[src/rtl/gaa_pkg.sv]
package gaa_pkg;

  localparam real PI_R = 3.14159265358979323846;

  // atan(2^-i) / pi, from a power series (exact 0.25 for i = 0)
  function automatic real atan_frac(input int i);
    real x, x2, p, s;
    if (i == 0) return 0.25;
    x = 1.0;
    for (int k = 0; k < i; k++) x = x / 2.0;
    x2 = x * x;
    p = x;
    s = 0.0;
    for (int k = 0; k < 40; k++) begin
      if (k % 2 == 0) s = s + p / (2 * k + 1);
      else            s = s - p / (2 * k + 1);
      p = p * x2;
    end
    return s / PI_R;
  endfunction

  function automatic int group_count(input int nit, input int first, input int rest);
    if (nit <= first) return 1;
    return 1 + (nit - first + rest - 1) / rest;
  endfunction

  function automatic int group_start(input int k, input int first, input int rest);
    if (k == 0) return 0;
    return first + (k - 1) * rest;
  endfunction

  function automatic int group_size(input int k, input int nit, input int first, input int rest);
    int rem, cap;
    rem = nit - group_start(k, first, rest);
    cap = (k == 0) ? first : rest;
    return (rem < cap) ? rem : cap;
  endfunction

  // signed sum of the selected arctangent steps, in units of 2^-fbits
  function automatic longint group_entry(input int start, input int n,
                                         input int idx, input int fbits);
    real s, sc;
    s = 0.0;
    for (int j = 0; j < n; j++) begin
      if (((idx >> j) & 1) == 1) s = s + atan_frac(start + j);
      else                       s = s - atan_frac(start + j);
    end
    sc = 1.0;
    for (int b = 0; b < fbits; b++) sc = sc * 2.0;
    return longint'(s * sc);
  endfunction

endpackage

[src/rtl/gaa_delay.sv]
module gaa_delay #(
  parameter int WID   = 5,
  parameter int DEPTH = 1
) (
  input  logic           clk,
  input  logic           rst_n,
  input  logic [WID-1:0] d,
  output logic [WID-1:0] q
);

  logic [WID-1:0] sr [DEPTH];

  always_ff @(posedge clk or negedge rst_n) begin
    if (!rst_n) begin
      for (int i = 0; i < DEPTH; i++) sr[i] <= '0;
    end else begin
      sr[0] <= d;
      for (int i = 1; i < DEPTH; i++) sr[i] <= sr[i-1];
    end
  end

  assign q = sr[DEPTH-1];

endmodule

[src/rtl/gaa_stage.sv]
module gaa_stage #(
  parameter int ZW    = 28,
  parameter int N     = 5,
  parameter int START = 6
) (
  input  logic                 clk,
  input  logic                 rst_n,
  input  logic                 in_valid,
  input  logic signed [ZW-1:0] in_z,
  input  logic [N-1:0]         idx,
  output logic                 out_valid,
  output logic signed [ZW-1:0] out_z
);

  localparam int     TN   = 1 << N;
  localparam longint GMAX = gaa_pkg::group_entry(START, N, TN - 1, ZW - 1);

  logic signed [ZW-1:0] tbl [TN];
  logic signed [ZW-1:0] grp_term;
  logic signed [ZW-1:0] z_next;

  for (genvar e = 0; e < TN; e++) begin : g_tbl
    localparam longint ENT = gaa_pkg::group_entry(START, N, e, ZW - 1);
    assign tbl[e] = ENT[ZW-1:0];
  end

  assign grp_term = tbl[idx];
  assign z_next   = in_z + grp_term;

  always_ff @(posedge clk or negedge rst_n) begin
    if (!rst_n) begin
      out_valid <= 1'b0;
      out_z     <= '0;
    end else begin
      out_valid <= in_valid;
      if (in_valid) out_z <= z_next;
    end
  end

  // one stage never moves the angle by more than its group's full swing
  p_step_bound_r5: assert property (@(posedge clk) disable iff (!rst_n)
    out_valid |-> (longint'($signed(out_z - $past(in_z))) <= GMAX &&
                   longint'($signed(out_z - $past(in_z))) >= -GMAX));

endmodule

[src/rtl/gaa_round.sv]
module gaa_round #(
  parameter int ZW = 28,
  parameter int W  = 24,
  parameter int G  = 4
) (
  input  logic                 clk,
  input  logic                 rst_n,
  input  logic                 in_valid,
  input  logic signed [ZW-1:0] in_z,
  output logic                 out_valid,
  output logic [W-1:0]         out_angle
);

  localparam logic signed [ZW-1:0] HALF = ZW'(1) << (G - 1);

  logic signed [ZW-1:0] biased;
  logic [ZW-1:0]        back_scaled;

  assign biased      = in_z + HALF;
  assign back_scaled = {out_angle, {G{1'b0}}};

  always_ff @(posedge clk or negedge rst_n) begin
    if (!rst_n) begin
      out_valid <= 1'b0;
      out_angle <= '0;
    end else begin
      out_valid <= in_valid;
      if (in_valid) out_angle <= biased[ZW-1:G];
    end
  end

  // rounding error stays inside (-half, +half] of an output LSB
  p_round_window_r6: assert property (@(posedge clk) disable iff (!rst_n)
    out_valid |-> ($signed(back_scaled - $past(in_z)) >  -$signed(HALF) &&
                   $signed(back_scaled - $past(in_z)) <=  $signed(HALF)));

endmodule

[src/rtl/grouped_angle_accum.sv]
module grouped_angle_accum #(
  parameter int W       = 24,
  parameter int G       = 4,
  parameter int FIRST_N = 6,
  parameter int REST_N  = 5
) (
  input  logic           clk,
  input  logic           rst_n,
  input  logic           dir_valid,
  input  logic [W+1:0]   dir_bits,
  output logic           angle_valid,
  output logic [W-1:0]   angle
);

  localparam int NIT = W + 1;
  localparam int ZW  = W + G;
  localparam int NG  = gaa_pkg::group_count(NIT, FIRST_N, REST_N);
  localparam int LAT = NG + 1;
  localparam int CW  = $clog2(LAT + 2);

  localparam logic signed [ZW-1:0] OFS_POS = {2'b01, {(ZW-2){1'b0}}};
  localparam logic signed [ZW-1:0] OFS_NEG = {2'b11, {(ZW-2){1'b0}}};

  logic                 v [NG+1];
  logic signed [ZW-1:0] z [NG+1];

  assign v[0] = dir_valid;
  assign z[0] = dir_bits[0] ? OFS_POS : OFS_NEG;

  for (genvar k = 0; k < NG; k++) begin : g_grp
    localparam int ST = gaa_pkg::group_start(k, FIRST_N, REST_N);
    localparam int N  = gaa_pkg::group_size(k, NIT, FIRST_N, REST_N);
    logic [N-1:0] idx_now;
    logic [N-1:0] idx_k;
    assign idx_now = dir_bits[ST+1 +: N];
    if (k == 0) begin : g_direct
      assign idx_k = idx_now;
    end else begin : g_delayed
      gaa_delay #(.WID(N), .DEPTH(k)) u_dly (
        .clk(clk), .rst_n(rst_n), .d(idx_now), .q(idx_k)
      );
    end
    gaa_stage #(.ZW(ZW), .N(N), .START(ST)) u_stg (
      .clk(clk), .rst_n(rst_n),
      .in_valid(v[k]), .in_z(z[k]), .idx(idx_k),
      .out_valid(v[k+1]), .out_z(z[k+1])
    );
  end

  gaa_round #(.ZW(ZW), .W(W), .G(G)) u_rnd (
    .clk(clk), .rst_n(rst_n),
    .in_valid(v[NG]), .in_z(z[NG]),
    .out_valid(angle_valid), .out_angle(angle)
  );

  // vectors in flight, kept only for the checks below
  logic [CW-1:0] inflight;
  always_ff @(posedge clk or negedge rst_n) begin
    if (!rst_n) inflight <= '0;
    else        inflight <= inflight + CW'(dir_valid) - CW'(angle_valid);
  end

  p_out_has_in_r2: assert property (@(posedge clk) disable iff (!rst_n)
    angle_valid |-> inflight != '0);

  p_inflight_cap_r2: assert property (@(posedge clk) disable iff (!rst_n)
    inflight <= CW'(LAT));

  p_hold_r8: assert property (@(posedge clk) disable iff (!rst_n)
    !v[NG] |=> $stable(angle));

endmodule

[config.mk]
export PLATFORM = sky130hd
export DESIGN_NAME = grouped_angle_accum
export DESIGN_NICKNAME = d
export VERILOG_FILES = /design/src/rtl/gaa_pkg.sv /design/src/rtl/gaa_delay.sv /design/src/rtl/gaa_stage.sv /design/src/rtl/gaa_round.sv /design/src/rtl/grouped_angle_accum.sv
export SDC_FILE = /design/constraint.sdc
export NUM_CORES = 1
export LEC_CHECK = 0
export BUFFER_PORTS_ARGS = -buffer_cell sky130_fd_sc_hd__buf_2
export CORE_ASPECT_RATIO = 0.9
export CORE_UTILIZATION = 62
export CTS_CLUSTER_SIZE = 28
export DETAILED_ROUTE_END_ITERATION = 8
export PLACE_DENSITY_LB_ADDON = 0.1
export SLEW_MARGIN = 10
export SYNTH_ARGS = -nofsm -noshare
export SYNTH_HDL_FRONTEND = slang
export SYNTH_HIERARCHICAL = 1
export SYNTH_SLANG_ARGS = --single-unit
[constraint.sdc]
create_clock -name clk -period 5.55 [get_ports clk]
set_clock_uncertainty 0.15 [all_clocks]
set_input_delay 0.2775 -clock clk [delete_from_list [all_inputs] [get_ports clk]]
set_output_delay 0.2775 -clock clk [all_outputs]
set_load 0.005 [all_outputs]
Yosys cells after proc, flatten, opt, wreduce, memory -nomap -nowiden:

Memories as Yosys holds them, arrays and structs flattened.
Index checks and enable logic that the tools add are counted.
W data, S select, Z words.

* muxes and demuxes: 11
* order comparisons: 5
* add/sub/neg operators: 6
* bitwise gates (word level): 5

Operators by type and width (count)
* $mux W28: 11
* $add A28 B28 Y28: 5
* $add A28 B5 Y28 const B: 1
* $ge A6 B6 Y1 const B: 3
* $not A5 Y6: 3
* $ge A7 B7 Y1 const B: 1
* $not A6 Y7: 1
* $ge A5 B5 Y1 const B: 1
* $not A4 Y5: 1

* bits in registers: 216
* memories: 5
* ROM bits: 4928

Memory list
* (name not given): words 64, bits a word 28, rd ports 1, clocked after memory_dff 0, wr ports 0, line gaa_stage.sv:27 `assign grp_term = tbl[idx];`
* (name not given): words 32, bits a word 28, rd ports 1, clocked after memory_dff 0, wr ports 0, line gaa_stage.sv:27
* (name not given): words 32, bits a word 28, rd ports 1, clocked after memory_dff 0, wr ports 0, line gaa_stage.sv:27
* (name not given): words 32, bits a word 28, rd ports 1, clocked after memory_dff 0, wr ports 0, line gaa_stage.sv:27
* (name not given): words 16, bits a word 28, rd ports 1, clocked after memory_dff 0, wr ports 0, line gaa_stage.sv:27

Logic depth before layout (Yosys ltp):

* depth in word-level cells: 5
* mapped depth: 18
* mapped depth without buffers: 16

Cells and area by module:

Netlist, hierarchy kept.

By module, submodules not included
* gaa_stage at g_grp[0].u_stg: instances 1, area an instance 3743.6 um2, cells each 475
* gaa_stage at g_grp[1].u_stg: instances 1, area an instance 3699.8 um2, cells each 492
* gaa_stage at g_grp[2].u_stg: instances 1, area an instance 3290.7 um2, cells each 414
* gaa_stage at g_grp[3].u_stg: instances 1, area an instance 3144.3 um2, cells each 377
* gaa_stage at g_grp[4].u_stg: instances 1, area an instance 2786.4 um2, cells each 322
* gaa_round: instances 1, area an instance 1402.6 um2, cells each 153
* gaa_delay at g_grp[4].g_delayed.u_dly: instances 1, area an instance 430.4 um2, cells each 20
* gaa_delay at g_grp[3].g_delayed.u_dly: instances 1, area an instance 412.9 um2, cells each 20
* gaa_delay at g_grp[2].g_delayed.u_dly: instances 1, area an instance 287.8 um2, cells each 15
* gaa_delay at g_grp[1].g_delayed.u_dly: instances 1, area an instance 125.1 um2, cells each 5
* grouped_angle_accum: instances 1, area an instance 11.3 um2, cells each 3

Worst setup path after synthesis:

OpenSTA, ideal clock, no wires.

* kind: register -> register
* start: register g_grp[2].g_delayed.u_dly.sr, in the netlist g_grp[2].g_delayed.u_dly/q[1]
* end: register g_grp[2].u_stg.out_z[18]
* stages on the path, launching flop included: 19
* arrival time: 3609 ps
* required time: 5275 ps
* slack: 1666 ps
* path buffers: 2
* period minus slack after synthesis: 3884 ps
* library setup time: 125 ps
* cells stage by stage: dfrtp_1 buf_4 clkbuf_1 inv_1 ha_1 nor2_1 inv_1 a31oi_1 a21oi_1 ha_1 fa_1 a211oi_2 nor4_2 o31ai_2 a21oi_2 o21bai_2 o21ai_1 xor2_1 mux2_2

* word-level cells in the longest chain between the ends: 5

RTL lines
* start, declared: line gaa_delay.sv:11 `logic [WID-1:0] sr [DEPTH];`
* $not A5 Y6 (not written as such): line gaa_stage.sv:27
* $mem_v2 Z32 W28
* $mux W28 (not written as such) (2 in a row): line gaa_stage.sv:27
* $add A28 B28 Y28: line gaa_stage.sv:28 `assign z_next = in_z + grp_term;`
* end signal, assigned: line gaa_stage.sv:36 `if (in_valid) out_z <= z_next;`
* end, declared: line gaa_stage.sv:12 `output logic signed [ZW-1:0] out_z`

No other way between the ends. The select of a mux whose other input is x is not followed.
A chain may end at the register's enable or synchronous reset.

Worst setup path after layout:

* start: register g_grp[2].g_delayed.u_dly.sr, in the netlist g_grp[2].g_delayed.u_dly/q[3]
* end: register g_grp[2].u_stg.out_z[23]

Same word-level chain as after synthesis.

==> metrics.md <==
| Metric | Value |
|---|---|
| Root buffer cell | `clkbuf_16` |
| Hold worst-path end | `g_grp[0].u_stg/out_valid` |
| Vias in the first global route | `around 16k` |
| Kind of critical path | `reg -> reg` |
| Placed cells | `2,641` |
| Layout cells sized above 1 | `approximately a tenth` |
| Area occupied by multi-input gates | `0.0130 sq mm` |
| Slew Limit Fails | `0` |
| Setup crit start kind | `flip-flop` |
| First-pass GRT wire length | `79.7 mm` |
| RSZ-0062 raised after global routing | `no` |
| GPL Wtd Cong | `0.935` |
| Clock latency on the worst-skew pair | `between 0.5 and 0.6 ns` |
| Max-cap violation count | `0` |
| Cells after synthesis | `about 2.3k` |
| Slew @ Worst Pin | `~1.1 ns` |
| # DRC | `0` |
| Finished Cell Area | `about 0.021 sq mm` |
| Clock buffer depth | `3` |
| DIE AREA | `about 0.032 sq mm` |
| Routed Antenna Nets | `0` |
| Num CTS Buffers | `25` |
| Hold Crit Class | `in -> reg` |
| All-Layer GR Usage | `a little under a third` |
| Endpoints failing setup | `0` |
| Crit. End Element | `flip-flop` |
| Hold path start | `dir_valid` |
| Core area | `between 0.03 and 0.04 sq mm` |
| Post-Syn Area | `around 0.019 sq mm` |
| YS warnings | `6` |
| Met1 Track Usage GR | `between 40 and 50%` |
| CTS clk-pin slew, worst paths | `about 0.060 ns` |
| Relative slew slack | `between 20% and 30%` |
| Routed WL per cell | `roughly 18 um` |
| Initial Util | `63.7%` |
| Peak VDD IR | `between 0.2 and 0.3 mV` |
| Crit path DAT | `slightly below 5 ns` |
| Initial antenna violation count | `0` |
| Hold Path Stages | `1` |
| Reg-to-reg endpoint | `g_grp[2].u_stg/out_z[23]` |
| Post-route setup slack | `between 0.9 and 1 ns` |
| Sequential Area | `approximately 0.0053 sq mm` |
| Period utilisation layout | `83.4%` |
| Largest net degree at the start of global routing | `112` |
| DR vias | `17.4k` |
| Fmax | `216 MHz` |
| I/O Pins | `54` |
| FF-to-FF setup slack | `about 0.92 ns` |
| Synthesized area per cell | `between 8 and 9 sq um` |
| Crit path from | `g_grp[2].g_delayed.u_dly/q[3]` |
| Fin cells | `between 2k and 3k` |
| Final hold viol count | `0` |
| Peak fanout along the critical path | `29` |
| Met3 usage in global routing | `between 3 and 4%` |
| Worst path required time | `5.82 ns` |
| Fill count | `2,538` |
| Rows | `60` |
| Drt via density | `~6.4` |
| Busiest grt layer | `met2` |
| Total wire length | `~48 mm` |
| Area grow syn2layout | `6.97%` |
| Setup TNS | `0 ns` |
| Pre-CTS setup slack | `about 1.0 ns` |
| # diodes | `0` |
| Status | `finished, final reports clean` |
| R2r startpoint | `g_grp[2].g_delayed.u_dly/q[3]` |
| Port bufs | `between 50 and 60` |
| Die width | `188 um` |
| Post-placement cell area | `roughly 0.020 sq mm` |
| Power per cell area | `approximately 490 mW/mm^2` |
| CTS Sinks | `roughly 210` |
| H-tree depth | `1` |
| Grt ovf | `0` |
| GR Util met2 | `between 40% and 50%` |
| Setup repair bufs after CTS | `0` |
| Pleak | `about 0.009 uW` |
| 1st-iter DRT viols | `1,796` |
| TritonCTS clock tree | `done` |
| Fin nets | `around 2.5k` |
| First drt pass iteration count | `5` |
| Final HPWL from detailed placement | `35.5 mm` |
| Worst reg2reg path depth | `15` |
| Fin crit period | `~4.6 ns` |
| Die Y | `between 150 and 200 um` |
## routing by layer
metal	up-vias	part of all wire [%]
met4	0	1.5
met1	8264	49
met3	54	6.0
met5	-	0
met2	621	44
li1	8420	-
## cell type report
class,instances,share of cell area (%)
multi-input combinational,1882,63.4
sequential,213,25.9
clock buffer,32,3.37
timing repair buffer,85,2.75
tap,403,2.45
inverter,78,1.42
clock inverter,12,0.718
## worst max-delay path by stage
stage,depth (start not counted),to
2_1_floorplan,18,g_grp[2].u_stg/out_z[18]
3_3_place_gp,16,g_grp[2].u_stg/out_z[26]
3_5_place_dp,16,g_grp[2].u_stg/out_z[26]
4_1_cts,16,g_grp[2].u_stg/out_z[26]
5_1_grt,16,g_grp[2].u_stg/out_z[26]
6_report,15,g_grp[2].u_stg/out_z[23]
## power by group
group          internal [uW]  switching, uW
Combinational           2450           3240
Sequential              2150            546
Clock                   1020            660
## worst max-delay path, stage by stage (launching register included)
cell	delay, ns
dfrtp_1	0.87
inv_1	0.43
nand2_1	0.23
a21boi_0	0.29
o221ai_1	0.17
nor2_1	0.10
a21oi_1	0.06
ha_1	0.42
nand4_2	0.19
nor4_1	0.32
nor2_1	0.11
a221o_1	0.38
a211oi_2	0.30
nor2_1	0.10
xnor2_1	0.13
mux2_2	0.26
## registers in the layout, indices dropped and copies added (netlist names)
register,count
g_grp.g_delayed.u_dly/sr,27
g_grp.u_stg/out_z,137
u_rnd/out_angle,24
u_rnd/out_valid,1
g_grp.g_delayed.u_dly/q,19
g_grp.u_stg/out_valid,5
## cell usage in the layout (no fill, tap or decap), types with 55 or more instances in the layout
cell type	count
nand2_1	219
a21o_1	55
mux2_2	85
dfrtp_1	213
o21ai_0	141
nor2_1	187
xnor2_1	77
a21oi_1	215
inv_1	75
ha_1	182
## metrics by stage
step / utilization [%] / hold WS, ns / power (uW)
floorplan: - / -0.168 / 6960
global placement: 64.7 / 0.182 / 8090
detailed placement: 64.7 / 0.185 / 8240
CTS: 68.1 / 0.0673 / 10000
global route: 68.1 / 0.110 / 10800
finish: 68.1 / 0.0935 / 10100
## what timing repair did
action | 4_1_cts | 5_1_grt
resized for setup | 0 | 0
endpoints found under the hold margin | 128 | 0
hold buffers | 20 | 0
(Power assumes the default switching activity.)
